**config.mk**
```make
export PLATFORM = sky130hd
export DESIGN_NAME = byte_alu
export DESIGN_NICKNAME = d
export VERILOG_FILES = /design/src/rtl/balu_pkg.sv /design/src/rtl/balu_logic.sv /design/src/rtl/balu_arith.sv /design/src/rtl/balu_word.sv /design/src/rtl/byte_alu.sv
export SDC_FILE = /design/constraint.sdc
export NUM_CORES = 1
export LEC_CHECK = 0
export ABC_AREA = 1
export BUFFER_PORTS_ARGS = -buffer_cell sky130_fd_sc_hd__buf_2
export CORE_AREA = 2 2 97 62
export DETAILED_ROUTE_END_ITERATION = 10
export DIE_AREA = 0 0 99 64
export GPL_ROUTABILITY_DRIVEN = 0
export PLACE_DENSITY_LB_ADDON = 0.3
export SETUP_SLACK_MARGIN = 0.2
export SLEW_MARGIN = 20
export SYNTH_ARGS = -nofsm -noshare
export SYNTH_HDL_FRONTEND = slang
export SYNTH_SLANG_ARGS = --single-unit
```
**constraint.sdc**
```tcl
create_clock -name clk -period 4 [get_ports clk]
set_clock_uncertainty 0.1 [all_clocks]
set_input_delay 0.4 -clock clk [delete_from_list [all_inputs] [get_ports clk]]
set_output_delay 0.4 -clock clk [all_outputs]
set_load 0.01 [all_outputs]
```
**src/rtl/balu_pkg.sv**
```systemverilog
package balu_pkg;
  localparam int FLAG_W = 8;
  localparam int FSEL_W = $clog2(FLAG_W);

  localparam int FC = 0;
  localparam int FZ = 1;
  localparam int FN = 2;
  localparam int FV = 3;
  localparam int FS = 4;
  localparam int FH = 5;
  localparam int FT = 6;
  localparam int FI = 7;

  typedef enum logic [3:0] {
    OP_MOVE = 4'd0,
    OP_AND  = 4'd1,
    OP_XOR  = 4'd2,
    OP_ANDI = 4'd3,
    OP_INC  = 4'd4,
    OP_DEC  = 4'd5,
    OP_CMP  = 4'd6,
    OP_SWAP = 4'd7,
    OP_WADD = 4'd8,
    OP_FSET = 4'd9,
    OP_FCLR = 4'd10
  } op_e;

  typedef enum logic [1:0] {
    LK_AND  = 2'd0,
    LK_XOR  = 2'd1,
    LK_ANDI = 2'd2
  } lkind_e;
endpackage

```
**src/rtl/balu_logic.sv**
```systemverilog
module balu_logic
  import balu_pkg::*;
#(
  parameter int DW = 8
) (
  input  lkind_e          kind,
  input  logic [DW-1:0]   a,
  input  logic [DW-1:0]   b,
  input  logic [DW-1:0]   imm,
  output logic [DW-1:0]   res,
  output logic            zf,
  output logic            nf
);
  always_comb begin
    unique case (kind)
      LK_XOR:  res = a ^ b;
      LK_ANDI: res = a & imm;
      default: res = a & b;
    endcase
  end

  assign zf = (res == '0);
  assign nf = res[DW-1];
endmodule

```
**src/rtl/balu_arith.sv**
```systemverilog
module balu_arith #(
  parameter int DW = 8
) (
  input  logic            is_sub,
  input  logic            use_imm,
  input  logic [DW-1:0]   a,
  input  logic [DW-1:0]   imm,
  output logic [DW-1:0]   res,
  output logic            cf,
  output logic            zf,
  output logic            nf,
  output logic            vf,
  output logic            hf
);
  localparam int HB = DW / 2;
  localparam logic [DW-1:0] ONE = DW'(1);
  localparam logic [DW-1:0] SMIN = {1'b1, {(DW-1){1'b0}}};
  localparam logic [DW-1:0] SMAX = {1'b0, {(DW-1){1'b1}}};

  logic [DW-1:0] b;
  logic [DW:0]   full;
  logic [HB:0]   half;

  assign b = use_imm ? imm : ONE;

  always_comb begin
    if (is_sub) full = {1'b0, a} - {1'b0, b};
    else        full = {1'b0, a} + {1'b0, b};
  end

  assign half = {1'b0, a[HB-1:0]} - {1'b0, b[HB-1:0]};
  assign res  = full[DW-1:0];
  assign cf   = full[DW];
  assign hf   = half[HB];
  assign zf   = (res == '0);
  assign nf   = res[DW-1];
  assign vf   = is_sub ? ((a[DW-1] ^ b[DW-1]) & (a[DW-1] ^ res[DW-1]))
                       : (~(a[DW-1] ^ b[DW-1]) & (a[DW-1] ^ res[DW-1]));

  always_comb begin
    if (!use_imm && !is_sub && vf)
      AST_INC_V_BOUNDARY: assert (res == SMIN);
    if (!use_imm && is_sub && vf)
      AST_DEC_V_BOUNDARY: assert (res == SMAX);
  end
endmodule

```
**src/rtl/balu_word.sv**
```systemverilog
module balu_word #(
  parameter int DW = 8,
  parameter int KW = 6
) (
  input  logic [DW-1:0]   lo,
  input  logic [DW-1:0]   hi,
  input  logic [KW-1:0]   k,
  output logic [DW-1:0]   sum_lo,
  output logic [DW-1:0]   sum_hi,
  output logic            cf,
  output logic            zf,
  output logic            nf,
  output logic            vf
);
  localparam int WW = 2 * DW;

  logic [WW:0] total;

  assign total  = {1'b0, hi, lo} + (WW + 1)'(k);
  assign sum_lo = total[DW-1:0];
  assign sum_hi = total[WW-1:DW];
  assign cf     = total[WW];
  assign nf     = total[WW-1];
  assign zf     = (total[WW-1:0] == '0);
  assign vf     = ~hi[DW-1] & total[WW-1];
endmodule

```
**src/rtl/byte_alu.sv**
```systemverilog
module byte_alu
  import balu_pkg::*;
#(
  parameter int DW = 8,
  parameter int KW = 6
) (
  input  logic                clk,
  input  logic                rst,
  input  logic                op_valid,
  input  logic [3:0]          op_code,
  input  logic [DW-1:0]       opnd_a,
  input  logic [DW-1:0]       opnd_b,
  input  logic [DW-1:0]       imm,
  input  logic [FSEL_W-1:0]   bit_sel,
  input  logic [FLAG_W-1:0]   status_in,
  output logic [DW-1:0]       res_lo,
  output logic [DW-1:0]       res_hi,
  output logic                res_write,
  output logic                res_valid,
  output logic [FLAG_W-1:0]   status_out
);
  localparam int HB = DW / 2;

  lkind_e        lk;
  logic [DW-1:0] l_res;
  logic          l_z, l_n;
  logic [DW-1:0] a_res;
  logic          a_c, a_z, a_n, a_v, a_h;
  logic          a_sub, a_imm;
  logic [DW-1:0] w_lo, w_hi;
  logic          w_c, w_z, w_n, w_v;

  always_comb begin
    unique case (op_code)
      OP_XOR:  lk = LK_XOR;
      OP_ANDI: lk = LK_ANDI;
      default: lk = LK_AND;
    endcase
  end

  assign a_sub = (op_code == OP_DEC) || (op_code == OP_CMP);
  assign a_imm = (op_code == OP_CMP);

  balu_logic #(.DW(DW)) u_logic (
    .kind(lk), .a(opnd_a), .b(opnd_b), .imm(imm),
    .res(l_res), .zf(l_z), .nf(l_n)
  );

  balu_arith #(.DW(DW)) u_arith (
    .is_sub(a_sub), .use_imm(a_imm), .a(opnd_a), .imm(imm),
    .res(a_res), .cf(a_c), .zf(a_z), .nf(a_n), .vf(a_v), .hf(a_h)
  );

  balu_word #(.DW(DW), .KW(KW)) u_word (
    .lo(opnd_a), .hi(opnd_b), .k(imm[KW-1:0]),
    .sum_lo(w_lo), .sum_hi(w_hi), .cf(w_c), .zf(w_z), .nf(w_n), .vf(w_v)
  );

  logic [DW-1:0]     nx_lo, nx_hi;
  logic              nx_wr, upd_s;
  logic [FLAG_W-1:0] nx_st;

  always_comb begin
    nx_lo = opnd_a;
    nx_hi = '0;
    nx_wr = 1'b0;
    nx_st = status_in;
    upd_s = 1'b0;
    case (op_code)
      OP_MOVE: begin
        nx_lo = opnd_b;
        nx_wr = 1'b1;
      end
      OP_AND, OP_XOR, OP_ANDI: begin
        nx_lo     = l_res;
        nx_wr     = 1'b1;
        nx_st[FZ] = l_z;
        nx_st[FN] = l_n;
        nx_st[FV] = 1'b0;
        upd_s     = 1'b1;
      end
      OP_INC, OP_DEC: begin
        nx_lo     = a_res;
        nx_wr     = 1'b1;
        nx_st[FZ] = a_z;
        nx_st[FN] = a_n;
        nx_st[FV] = a_v;
        upd_s     = 1'b1;
      end
      OP_CMP: begin
        nx_st[FC] = a_c;
        nx_st[FZ] = a_z;
        nx_st[FN] = a_n;
        nx_st[FV] = a_v;
        nx_st[FH] = a_h;
        upd_s     = 1'b1;
      end
      OP_SWAP: begin
        nx_lo = {opnd_a[HB-1:0], opnd_a[DW-1:HB]};
        nx_wr = 1'b1;
      end
      OP_WADD: begin
        nx_lo     = w_lo;
        nx_hi     = w_hi;
        nx_wr     = 1'b1;
        nx_st[FC] = w_c;
        nx_st[FZ] = w_z;
        nx_st[FN] = w_n;
        nx_st[FV] = w_v;
        upd_s     = 1'b1;
      end
      OP_FSET: nx_st[bit_sel] = 1'b1;
      OP_FCLR: nx_st[bit_sel] = 1'b0;
      default: ;
    endcase
    if (upd_s) nx_st[FS] = nx_st[FN] ^ nx_st[FV];
  end

  always_ff @(posedge clk) begin
    if (rst) begin
      res_lo     <= '0;
      res_hi     <= '0;
      res_write  <= 1'b0;
      res_valid  <= 1'b0;
      status_out <= '0;
    end else begin
      res_valid <= op_valid;
      if (op_valid) begin
        res_lo     <= nx_lo;
        res_hi     <= nx_hi;
        res_write  <= nx_wr;
        status_out <= nx_st;
      end
    end
  end

  AST_RESET_CLEAR: assert property (@(posedge clk)
    $fell(rst) |-> (!res_valid && !res_write && res_lo == '0 && res_hi == '0 && status_out == '0));

  AST_ONE_CYCLE: assert property (@(posedge clk) disable iff (rst)
    op_valid |=> res_valid);

  AST_IDLE_HOLD: assert property (@(posedge clk) disable iff (rst)
    !op_valid |=> (!res_valid && $stable(status_out) && $stable(res_lo) && $stable(res_hi) && $stable(res_write)));

  AST_LOGIC_KEEP: assert property (@(posedge clk) disable iff (rst)
    (op_valid && op_code inside {OP_AND, OP_XOR, OP_ANDI}) |=>
      (!status_out[FV] && status_out[FC] == $past(status_in[FC]) && status_out[FH] == $past(status_in[FH])
       && status_out[FT] == $past(status_in[FT]) && status_out[FI] == $past(status_in[FI])));

  AST_SIGN_RULE: assert property (@(posedge clk) disable iff (rst)
    (op_valid && op_code inside {OP_AND, OP_XOR, OP_ANDI, OP_INC, OP_DEC, OP_CMP, OP_WADD}) |=>
      (status_out[FS] == (status_out[FN] ^ status_out[FV])));

  AST_STEP_KEEP_C: assert property (@(posedge clk) disable iff (rst)
    (op_valid && op_code inside {OP_INC, OP_DEC}) |=>
      (status_out[FC] == $past(status_in[FC]) && status_out[FH] == $past(status_in[FH])));

  AST_CMP_NO_WRITE: assert property (@(posedge clk) disable iff (rst)
    (op_valid && op_code == OP_CMP) |=> (!res_write && res_lo == $past(opnd_a)));

  AST_WORD_KEEP: assert property (@(posedge clk) disable iff (rst)
    (op_valid && op_code == OP_WADD) |=>
      (status_out[FH] == $past(status_in[FH]) && status_out[FT] == $past(status_in[FT])
       && status_out[FI] == $past(status_in[FI])));

  AST_NO_FLAG_TOUCH: assert property (@(posedge clk) disable iff (rst)
    (op_valid && op_code inside {OP_MOVE, OP_SWAP}) |=> (status_out == $past(status_in)));

  AST_SINGLE_BIT: assert property (@(posedge clk) disable iff (rst)
    (op_valid && op_code inside {OP_FSET, OP_FCLR}) |=>
      ($countones(status_out ^ $past(status_in)) <= 1 && !res_write));

  AST_UNUSED_CODE: assert property (@(posedge clk) disable iff (rst)
    (op_valid && op_code > OP_FCLR) |=>
      (status_out == $past(status_in) && !res_write && res_lo == $past(opnd_a)));

  AST_HI_ZERO: assert property (@(posedge clk) disable iff (rst)
    (op_valid && op_code != OP_WADD) |=> (res_hi == '0));
endmodule

```
==> impl_metrics.json <==
{
  "synth_edf_count": 0,
  "cts-root-buf": "clkbuf_8",
  "place_inst": 694,
  "fin_tns_setup_ns": 0,
  "dpl_worst_slack_ns": 0.9067,
  "tightest_slew_ns": 0.9893,
  "power_switching_uw": 316.5,
  "total_power_uw": 789.0,
  "synth_top_family_by_area": "simple AND/OR/NAND/NOR gates",
  "insertion_delay_ns": 0.27,
  "drive_above_1_share": 0.1494,
  "wl_per_cell_um": 15.62,
  "stdcell_area_um2": 3588,
  "p_int_uw": 472.4,
  "finalSetupViolations": 0,
  "port_buffers": 67,
  "combPwrFrac": 0.431,
  "status": "finished clean",
  "grt_pass1_wl_um": 17480,
  "seq_area_frac_synth": 0.1651,
  "avgSynthCellArea_um2": 5.559,
  "yosysTopAreaCellShare": 0.2346,
  "worstPathArrival_ns": 2.99,
  "ir_drop_v": 0.0001221,
  "die_x_um": 99,
  "cp-start-kind": "primary input",
  "fmax_mhz": 347.2,
  "crit_fanout": 8,
  "clkTransAtPathRegs_ns": 0.09,
  "clock-sinks": 26,
  "critPathCaptureType": "flip-flop",
  "path_cells": "buf_2 -> inv_1 -> nor2_4 -> nand2_2 -> or2_2 -> ha_1 -> fa_1 -> inv_1 -> nand3_1 -> nand2_1 -> nand2_1 -> nand2_1 -> nand3_1 -> nor2_1 -> nand3_1 -> nand2_1 -> nor2_1 -> nand2_1 -> nand2_1 -> a21oi_2",
  "most-common-layout-cells": "nand2_1 (197), inv_1 (76), buf_2 (67)",
  "required_ns": 4.11,
  "drt-initial-drc-count": 606,
  "power.share.clock": 0.214,
  "core_um2": 5386,
  "slowest_stage": "fa_1",
  "hp-start": "status_in[6]",
  "antenna_left": 0,
  "grt.overflow.total": 0,
  "leakage_nw": 1.967,
  "synth_xor_xnor_area_share": 0.01667,
  "seqPwrFrac": 0.355,
  "synth.distinct_cells": 33,
  "die_y_um": 64,
  "rsz0062_at_grt": "false",
  "rows": 21,
  "synth_area_leaders": "nand2_1 (23%), dfxtp_1 (17%), nand3_1 (10%)",
  "synthMuxAreaShare": 0,
  "period_share": 0.7200,
  "fillers": 524,
  "seqCellArea_um2": 520.5,
  "min_period_ns": 2.880,
  "syn_area_um2": 3152,
  "ctsHoldBuffers": 0,
  "routed_via_density": 5.947,
  "start_util": 0.5851,
  "grt_max_degree": 25,
  "yosysTopAreaCell": "nand2_1",
  "ios": 68,
  "synth-main-ff-cell": "dfxtp_1",
  "multiInputGateArea_um2": 2283,
  "n_antenna_cell": 0,
  "area_growth_pct": 13.85,
  "fin_ws_ns": 1.120,
  "drv_slew": 0,
  "p_per_area_nw_per_um2": 219.9,
  "cts_buffers": 3,
  "grt_pass1_vias": 3710,
  "fin_util": 0.6662,
  "critical_path_class": "in2reg",
  "switching_share": 0.4012,
  "maxSlewHeadroom": 0.3380,
  "vias": 4151,
  "hold_class": "in2reg",
  "antenna_found_initial": 0,
  "async_reset_ff_frac": 0,
  "hold_viol_final": 0,
  "grt_usage": 0.3414,
  "drc": 0,
  "finalWirelength_um": 10900,
  "htree_levels": 1,
  "crit_top_cell": "nand2_1",
  "cts_resized": 0,
  "yosys.area_share.simple": 0.4760,
  "final_cells": 698,
  "ys_ff_latch": 26,
  "postCtsSetupRepairBufs": 0,
  "mostFrequentLayoutCell": "nand2_1",
  "critPathMaxStageDelay_ns": 0.42,
  "hpwlAfterDp_um": 8851,
  "synth_compound_area_frac": 0.1477,
  "hold_ws_ns": 0.2687,
  "yosysWarnings": 0,
  "die_area_um2": 6336,
  "synth_cells": 567,
  "worstReg2RegStart": "res_lo[0]",
  "fin_nets": 692,
  "crit_start": "op_code[1]",
  "clock_path_buffers": 2,
  "maxCapViolCount": 0,
  "synth_nets": 629,
  "dr.pass1.iters": 7,
  "cts_tree": "yes",
  "synthAdderAreaFrac": 0.08416,
  "placed_cell_area_um2": 3533
}
-- Yosys cell counts (all sizes together) (2+ instances only) --
master / number
a21oi: 42
a221oi: 2
buf: 3
clkbuf: 6
dfxtp: 26
fa: 2
ha: 18
inv: 82
nand2: 202
nand3: 63
nand3b: 5
nand4: 12
nor2: 43
nor3: 14
o2111ai: 3
o211ai: 7
o21ai: 19
o22ai: 4
or2: 4
xnor2: 3
xor2: 3
-- cell families after synthesis --
family,after synthesis
simple gates,344
buf+inv,91
compound gates,80
flops,26
fa+ha+maj,20
xor+xnor,6
-- area by class of cell --
cell class / instances / share of cell area
clock buffers: 4 / 0.01534
inverters: 82 / 0.08577
multi-input cells: 450 / 0.6363
flip-flops and latches: 26 / 0.1450
well taps: 69 / 0.02406
repair buffers: 67 / 0.09345
-- power by group through the flow --
stage               sequential, mW  combinational (mW)  clock, mW
finish                       0.280               0.340      0.169
global route                 0.282               0.372      0.180
CTS                          0.280               0.328      0.168
detailed placement           0.286               0.326          0
global placement             0.285               0.319          0
floorplan                    0.292               0.207          0
-- worst max-delay path, delay by kind of cell --
family / cells / cell delay (ns)
AO/OA/AOI/OAI: 1 / 0.10
adder cells (fa/ha/maj): 2 / 0.66
buffers and inverters: 3 / 0.32
AND/OR/NAND/NOR: 14 / 1.50
-- sequential cells by signal (all words and copies together) (netlist names) --
signal      flops
res_hi          8
res_lo          8
status_out      8
res_valid       1
res_write       1
-- path summary, 6_finish.rpt --
path	cells after the start	slack, ns	to
setup reg to reg	2	3.19	res_lo[0]
hold / removal	3	0.27	status_out[6]
setup / recovery	20	1.12	status_out[1]
hold reg to reg	2	0.37	res_hi[2]
-- layer usage --
metal | up-vias | global-route usage | wire length [µm]
met1 | 1827 | 0.4790 | 4437
met4 | 0 | 0.08562 | 354
met3 | 59 | 0.07877 | 1741
met5 | - | 0 | 0
met2 | 291 | 0.5296 | 4370
li1 | 1974 | - | -
Note: power is estimated with default switching activity, not from simulation.
